`src/rtl/pwrsup_pkg.sv`:
```
// Shared types for the power-fail supervisor.
// Assumes: nothing; types only.
package pwrsup_pkg;
    // Supervisor sequencing states.
    typedef enum logic [1:0] {
        ST_POR  = 2'd0,  // counting power-on delay, processor held in reset
        ST_RUN  = 2'd1,  // normal operation
        ST_FAIL = 2'd2   // supply below minimum, reset pin driven low
    } sup_state_t;
endpackage

```
`src/rtl/pwrsup_sync.sv`:
```
// Multi-bit, multi-stage synchronizer for independent level flags.
// Assumes: each bit is a slow level with no relation to the other bits,
// so per-bit metastability resolution is enough; RST_VAL sets the
// level each bit reads while the block reset is active.
module pwrsup_sync #(
    parameter int              WIDTH   = 4,
    parameter int              STAGES  = 2,
    parameter logic [WIDTH-1:0] RST_VAL = '0
) (
    input  logic             clk,
    input  logic             rst_n,
    input  logic [WIDTH-1:0] d_async,
    output logic [WIDTH-1:0] q_sync
);
    logic [WIDTH-1:0] stg [STAGES];

    // First stage captures the asynchronous inputs.
    always_ff @(posedge clk) begin
        if (!rst_n) stg[0] <= RST_VAL;
        else        stg[0] <= d_async;
    end

    // Remaining stages form the resolution chain.
    for (genvar s = 1; s < STAGES; s++) begin : g_stage
        always_ff @(posedge clk) begin
            if (!rst_n) stg[s] <= RST_VAL;
            else        stg[s] <= stg[s-1];
        end
    end

    assign q_sync = stg[STAGES-1];
endmodule

```
`src/rtl/pwrsup_seq.sv`:
```
// Reset sequencer: fail / power-on delay / run state machine.
// Assumes: vmin_s is already synchronized; the block reset is treated as
// a power-up and starts the power-on delay from zero.
module pwrsup_seq
    import pwrsup_pkg::*;
#(
    parameter int POR_CYCLES = 21504
) (
    input  logic       clk,
    input  logic       rst_n,
    input  logic       vmin_s,
    output sup_state_t state
);
    localparam int CW = (POR_CYCLES > 1) ? $clog2(POR_CYCLES) : 1;
    localparam logic [CW-1:0] LAST = CW'(POR_CYCLES - 1);

    logic [CW-1:0] cnt;

    // State and delay counter update.
    always_ff @(posedge clk) begin
        if (!rst_n) begin
            state <= ST_POR;
            cnt   <= '0;
        end else if (vmin_s) begin
            state <= ST_FAIL;
            cnt   <= '0;
        end else begin
            case (state)
                ST_FAIL: begin
                    state <= ST_POR;
                    cnt   <= '0;
                end
                ST_POR: begin
                    if (cnt == LAST) state <= ST_RUN;
                    else             cnt   <= cnt + 1'b1;
                end
                default: state <= ST_RUN;
            endcase
        end
    end
endmodule

```
`src/rtl/pwrsup_warn.sv`:
```
// Warning interrupt generator: one pulse per entry into the warning level.
// Assumes: warn_s is synchronized; a pulse is only given while the
// processor runs, and only on the edge itself, so enabling later or
// leaving reset during a persisting warning gives no pulse.
module pwrsup_warn (
    input  logic clk,
    input  logic rst_n,
    input  logic warn_s,
    input  logic irq_en,
    input  logic running,
    output logic warn_prev,
    output logic irq
);
    // Remember the previous warning level and issue the edge pulse.
    always_ff @(posedge clk) begin
        if (!rst_n) begin
            warn_prev <= 1'b0;
            irq       <= 1'b0;
        end else begin
            warn_prev <= warn_s;
            irq       <= warn_s & ~warn_prev & irq_en & running;
        end
    end
endmodule

```
`src/rtl/pwr_supervisor.sv`:
```
// Power-fail supervisor top: synchronizes comparator flags and drives
// the warning request, processor reset, reset pin pull-down, battery
// indication and chip-enable inhibit.
// Assumes: flags are active high (supply below level); rstio_in is the
// sensed pin level, including this block's own pull-down.
module pwr_supervisor
    import pwrsup_pkg::*;
#(
    parameter int          POR_CYCLES  = 21504,
    parameter int          SYNC_STAGES = 2,
    parameter logic [15:0] WARN_VECTOR = 16'h002B
) (
    input  logic        clk,
    input  logic        rst_n,
    input  logic        warn_raw,
    input  logic        vmin_raw,
    input  logic        bat_raw,
    input  logic        warn_en,
    input  logic        rstio_in,
    output logic        warn_irq,
    output logic [15:0] warn_vector,
    output logic        cpu_rst,
    output logic        rstio_drive_low,
    output logic        bat_sw_n,
    output logic        ce_inhibit
);
    localparam int NFLAG = 4;

    logic [NFLAG-1:0] flags_s;
    logic             warn_s, vmin_s, bat_s, rstio_s;
    logic             warn_prev;
    sup_state_t       state;

    pwrsup_sync #(
        .WIDTH  (NFLAG),
        .STAGES (SYNC_STAGES),
        .RST_VAL(4'b1000)
    ) u_sync (
        .clk    (clk),
        .rst_n  (rst_n),
        .d_async({rstio_in, bat_raw, vmin_raw, warn_raw}),
        .q_sync (flags_s)
    );

    assign {rstio_s, bat_s, vmin_s, warn_s} = flags_s;

    pwrsup_seq #(.POR_CYCLES(POR_CYCLES)) u_seq (
        .clk   (clk),
        .rst_n (rst_n),
        .vmin_s(vmin_s),
        .state (state)
    );

    pwrsup_warn u_warn (
        .clk      (clk),
        .rst_n    (rst_n),
        .warn_s   (warn_s),
        .irq_en   (warn_en),
        .running  (state == ST_RUN),
        .warn_prev(warn_prev),
        .irq      (warn_irq)
    );

    // Battery indication, registered so it is glitch-free at the pin.
    always_ff @(posedge clk) begin
        if (!rst_n) bat_sw_n <= 1'b1;
        else        bat_sw_n <= ~bat_s;
    end

    // Reset and inhibit outputs decoded from the sequencer state.
    always_comb begin
        cpu_rst         = (state != ST_RUN) | ~rstio_s;
        rstio_drive_low = (state == ST_FAIL);
        ce_inhibit      = (state == ST_FAIL);
    end

    assign warn_vector = WARN_VECTOR;
endmodule

```
`config.mk`:
```
export PLATFORM = sky130hd
export DESIGN_NAME = pwr_supervisor
export DESIGN_NICKNAME = d
export VERILOG_FILES = /design/src/rtl/pwrsup_pkg.sv /design/src/rtl/pwrsup_sync.sv /design/src/rtl/pwrsup_seq.sv /design/src/rtl/pwrsup_warn.sv /design/src/rtl/pwr_supervisor.sv
export SDC_FILE = /design/constraint.sdc
export NUM_CORES = 1
export LEC_CHECK = 0
export BUFFER_PORTS_ARGS = -buffer_cell sky130_fd_sc_hd__buf_4
export CAP_MARGIN = 20
export CORE_MARGIN = 1.5
export CORE_UTILIZATION = 42
export CTS_CLUSTER_SIZE = 12
export DETAILED_ROUTE_END_ITERATION = 8
export GPL_TIMING_DRIVEN = 0
export SETUP_SLACK_MARGIN = 0.5
export SKIP_LAST_GASP = 1
export SLEW_MARGIN = 25
export SYNTH_ARGS = -nofsm -noshare
export SYNTH_HDL_FRONTEND = slang
export SYNTH_HIERARCHICAL = 1
export SYNTH_SLANG_ARGS = --single-unit
export TNS_END_PERCENT = 100
```
`constraint.sdc`:
```
create_clock -name clk -period 2.2 [get_ports clk]
set_input_delay 0.11 -clock clk [delete_from_list [all_inputs] [get_ports clk]]
set_output_delay 0.11 -clock clk [all_outputs]
set_load 0.05 [all_outputs]
```
After elaboration in Yosys (flattened, before gate mapping) --
Memory sizes are Yosys's and may differ from the RTL's. Cells that the tools add are included.
Operators by class: add/subtract/negate cells 1, eq/ne operators 7, multiplexer cells 9, bitwise operators 10, reduce and logical (&&, ||, !) cells 4
Operator list (number):
- 15-bit case mux with 2 select lines | 1
- 15-bit by 1-bit adder with 15-bit output (second input constant) | 1
- 15-bit equality test (second input constant) | 1
- 15-bit 2-to-1 mux | 1
- 4-bit 2-to-1 mux | 2
- 2-bit 2-to-1 mux | 2
- 2-bit by 1-bit inequality test with 1-bit output (second input constant) | 2
- 1-bit inverter | 4
- 2-bit case mux with 2 select lines | 1
- 1-bit AND | 3
- 3-bit by 2-bit inequality test with 1-bit output (second input constant) | 1
- 1-bit bitwise OR | 3
- 2-bit by 1-bit equality test with 1-bit output (second input constant) | 1
- 2-bit equality test (second input constant) | 1
- 2-bit logical NOT | 1
- 1-bit 2-to-1 mux | 2
- 2-bit inequality test (second input constant) | 1
- 2-bit AND reduction | 1
- 2-bit nonzero test | 1
- 2-bit OR reduction | 1
Word-level totals: flip-flop bits (word level) 20, RAM bits 8, input bits 7, output and inout port bits 21, logic and storage cells 38, memories 1
Memory list:
- u_sync.stg | words 2, bits a word 4, rd ports 2, clocked after memory_dff 0, write ports 2, RTL line pwrsup_sync.sv:15 | logic [WIDTH-1:0] stg [STAGES];

Logic depth before layout (Yosys ltp) --
word-level depth 4, mapped depth 5, gate-level depth less buffers 5

Modules after synthesis --
The synthesis kept the hierarchy.
Modules (own cells, without submodules):
- pwrsup_seq | instances 1, cells each 105, area each 910.9 um^2, sequential area each 340.3 um^2
- pwrsup_sync | instances 1, cells each 16, area each 210.2 um^2, sequential area each 160.2 um^2
- pwr_supervisor | instances 1, cells each 24, area each 183.9 um^2, sequential area each 20.0 um^2
- pwrsup_warn | instances 1, cells each 5, area each 57.6 um^2, sequential area each 40.0 um^2

Worst setup path before layout --
Ideal clock, no wire load.
kind register -> register, from register u_seq.cnt[0], to register u_seq.cnt[8], setup time 0.057 ns, arrival time 1.539 ns, data required time 2.143 ns, slack 0.604 ns, cell stages (with the launch flop) 6, path buffers 0, clock period less this slack 1.596 ns, cell sequence dfxtp_1 -> ha_1 -> nand3_1 -> or4_1 -> a211oi_1 -> a21o_1
Between the ends: cells in the longest elaborated chain, start to end 3, elaborated cells on any way between the ends 6, classes of those cells 1 x add/sub; 2 x eq/ne; 2 x mux; 1 x reduce/logical
RTL lines:
- start: declaration | RTL line pwrsup_seq.sv:17 | logic [CW-1:0] cnt;
- start signal: assignment | RTL line pwrsup_seq.sv:35 | else cnt <= cnt + 1'b1;
- 15-bit by 1-bit adder with 15-bit output / 15-bit equality test (equally long branches) | RTL line pwrsup_seq.sv:35, pwrsup_seq.sv:34
- 15-bit 2-to-1 mux / 2-bit inequality test (equally long branches)
- 15-bit case mux with 2 select lines / 2-bit AND reduction (equally long branches)
Parallel ways exist; a longest one is shown, timed or not. The select of a mux whose other input is x is not followed. A chain may end at the register's enable or synchronous reset.

Worst setup path after layout --
Ends and elaborated chain as after synthesis.

==> key figures <==
Layout
  – Commonest non-fill, non-tap cell in the layout: buf_4
  – Layout Nets: 196
  – Synthesis-to-finish area growth: 26.7%
  – Share of cells above drive strength 1: 0.310
  – Commonest cells after routing, fill and taps aside: buf_4 (33), dfxtp_1 (22), conb_1 (16), nand2_1 (8), and2_1 (8)
  – Ant. Diodes: 0

Clock tree
  – H-tree depth: 1
  – Worst-Skew Late Latency: 0.33 ns
  – CTS clk-pin slew, worst paths: 0.15 ns
  – CTS tree: done
  – CTS Buffer Depth: 2
  – Root buf cell: clkbuf_4
  – # clock sinks: 28
  – CTS Buf Count: 3

Drt
  – Via count: 1,198
  – TritonRoute pass-1 iters: 4
  – Remaining antenna violation count: 0
  – Routed wire per std cell: 12.7 µm
  – Final wirelength: 2930 µm
  – DR vias/cell: 5.19
  – Post-route DRC: 0
  – Initial DRC count: 64

Synth
  – Sequential area share after synthesis: 0.411
  – Cells after Synth: 150
  – Post-synth EDFFs: 0
  – Top FF cell, synth: dfxtp_1
  – FFs w/ async S/R, synth: 0
  – Synthesized cell area: 1360 µm²
  – Syn avg cell area: 9.08 µm²
  – Ys Warns: 6
  – Synth cell types: 43
  – Flops & latches, synth: 28

Setup path
  – Critical-path top delay cell: or4_1
  – Worst R2R Start: u_seq/cnt[0]
  – CP max FO: 6
  – Top delay family on crit path: simple AND/OR/NAND/NOR gates
  – CP bufs+invs: 0
  – CP Launch Type: flop
  – Crit path required time: 2.49 ns
  – CP endpoint kind: flop
  – Largest stage delay, worst path: 0.52 ns
  – FF-to-FF path depth: 5
  – Worst-path cell chain: ha_4 -> nand3_4 -> or4_1 -> a211oi_2 -> a21o_1
  – Reg2Reg Setup Slack: 0.55 ns
  – RR Endpoint: u_seq/cnt[8]
  – CP Data Arrival Time: 1.95 ns
  – WS Path Type: flop to flop

Floorplanning
  – Starting density of the core: 0.443
  – Boundary Pins: 28
  – Core box area: 3080 µm²
  – Area of the die: 3590 µm²
  – Num rows: 20
  – Die X: 60.0 µm
  – Die span in y: 60.0 µm

GRT
  – Largest net degree at the start of global routing: 16
  – Met2 Use GR: 0.273
  – Global Route met3 Usage: 0.0238
  – Busiest grt layer: met2
  – Gr ovfl total: 0
  – Initial antenna violation count: 0
  – GRT Resource Usage Total: 0.169
  – Vias in the first global route: 1,065
  – Met1 Use GR: 0.216
  – First-pass GRT wire length: 4600 µm

Timing
  – Max Clock Skew: 0.00544 ns
  – RSZ-0062 raised after global routing: true
  – Rel. slew slack: 0.670
  – Final setup vio count: 0
  – Min cycle time layout: 1.65 ns
  – Final Hold Vio Count: 0
  – Worst Max-Slew Pin Slew: 0.491 ns
  – F_max: 606 MHz
  – Fin crit share: 0.751
  – Slew Limit Fails: 0
  – TNS Setup: 0 ns
  – Setup ws final: 0.548 ns

Placed design
  – GPL Wtd Cong: 0.876
  – HPWL Detailed: 2030 µm
  – Setup Slack @ Placement: 0.301 ns
  – Port bufs: 11

Run
  – MaxCap Viol Count: 0

Hold path
  – Hold Path Stages: 2
  – Worst Hold Class: primary input to flop
  – Hold endpoint: bat_sw_n
  – Hold path start: rst_n

Pwr
  – Peak VDD IR: 0.340 mV
  – Leakage: 0.733 nW
  – PwrDens: 539 nW/µm²

Outcome
  – Outcome: finished, final reports clean
==> metrics by stage <==
stage / power, W / utilization / hold WS (ns) / cell area, µm² / std cells
after global placement: 0.000670 / 0.504 / 0.302 / 1550 / 219
after floorplan: 0.000650 / - / 0.179 / 1420 / 164
after detailed placement: 0.000672 / 0.504 / 0.306 / 1550 / 219
final: 0.000931 / 0.561 / 0.0150 / 1730 / 231
after CTS: 0.000928 / 0.537 / 0.0132 / 1650 / 227
after global routing: 0.000969 / 0.561 / 0.0135 / 1730 / 231
==> cells by family after synthesis <==
kind of cell	synth area share
AO/OA/AOI/OAI	0.146
adder cells (fa/ha/maj)	0.00918
buffers and inverters	0.107
flip-flops	0.411
multiplexers	0.0156
other	0.00551
AND/OR/NAND/NOR	0.305
==> synth_stat cells (3+ instances only) <==
master	instances	area [µm²]
nor3_1	4	20.0
nand4_1	5	31.3
and4_1	3	26.3
nor4_1	3	18.8
dfxtp_1	28	561
nand2_1	8	30.0
o31ai_1	3	22.5
buf_4	18	135
nand3_1	6	30.0
nor2_1	6	22.5
and3_1	4	25.0
o21ai_0	5	25.0
a211o_1	3	26.3
a31oi_1	5	31.3
nand2b_1	4	25.0
and2_1	8	50.1
==> layer usage <==
metal  wire length (µm)  share of wire  vias up
li1                   -              -      599
met5                  0              0        -
met2               1420           0.48       59
met4                 17         0.0058        0
met3                208          0.071        2
met1               1290           0.44      538
==> power by group <==
group / internal (W) / total, W / switching (W)
combinational: 0.0000504 / 0.000145 / 0.0000941
sequential: 0.000520 / 0.000531 / 0.0000105
clock: 0.000101 / 0.000256 / 0.000155
==> worst max path at each step <==
stage | depth (start not counted) | startpoint | to | slack, ns
floorplan | 5 | u_seq/cnt[0] | u_seq/cnt[8] | 0.60
finish | 5 | u_seq/cnt[0] | u_seq/cnt[8] | 0.55
detailed placement | 5 | u_seq/cnt[0] | u_seq/cnt[0] | 0.30
global placement | 5 | u_seq/cnt[0] | u_seq/cnt[0] | 0.34
global route | 5 | u_seq/cnt[0] | u_seq/cnt[8] | 0.47
CTS | 5 | u_seq/state[1] | u_seq/cnt[9] | 0.49
==> area by class of cell <==
class | instances | area [µm²]
multi-input combinational | 115 | 767
inverter | 1 | 3.75
clock buffer | 4 | 36.3
sequential | 28 | 568
tap | 44 | 55.1
buffer | 20 | 144
timing repair buffer | 19 | 153
fill | 288 | 1350
==> what timing repair did <==
action | CTS | global route
hold buffers | 4 | 0
pin swaps | 0 | 2
hold endpoints to repair | 4 | 0
buffers inserted | 0 | 4
endpoints found under the setup margin | 6 | 8
resized for setup | 7 | 11
cloned | 0 | 0
==> state kept, by name (all words and copies together), names as in the netlist <==
signal	cells
u_seq/state	2
u_warn/warn_prev	1
bat_sw_n	1
u_warn/irq	1
u_sync/stg	8
u_seq/cnt	15
No activity file was read; power rests on OpenSTA's default activity.
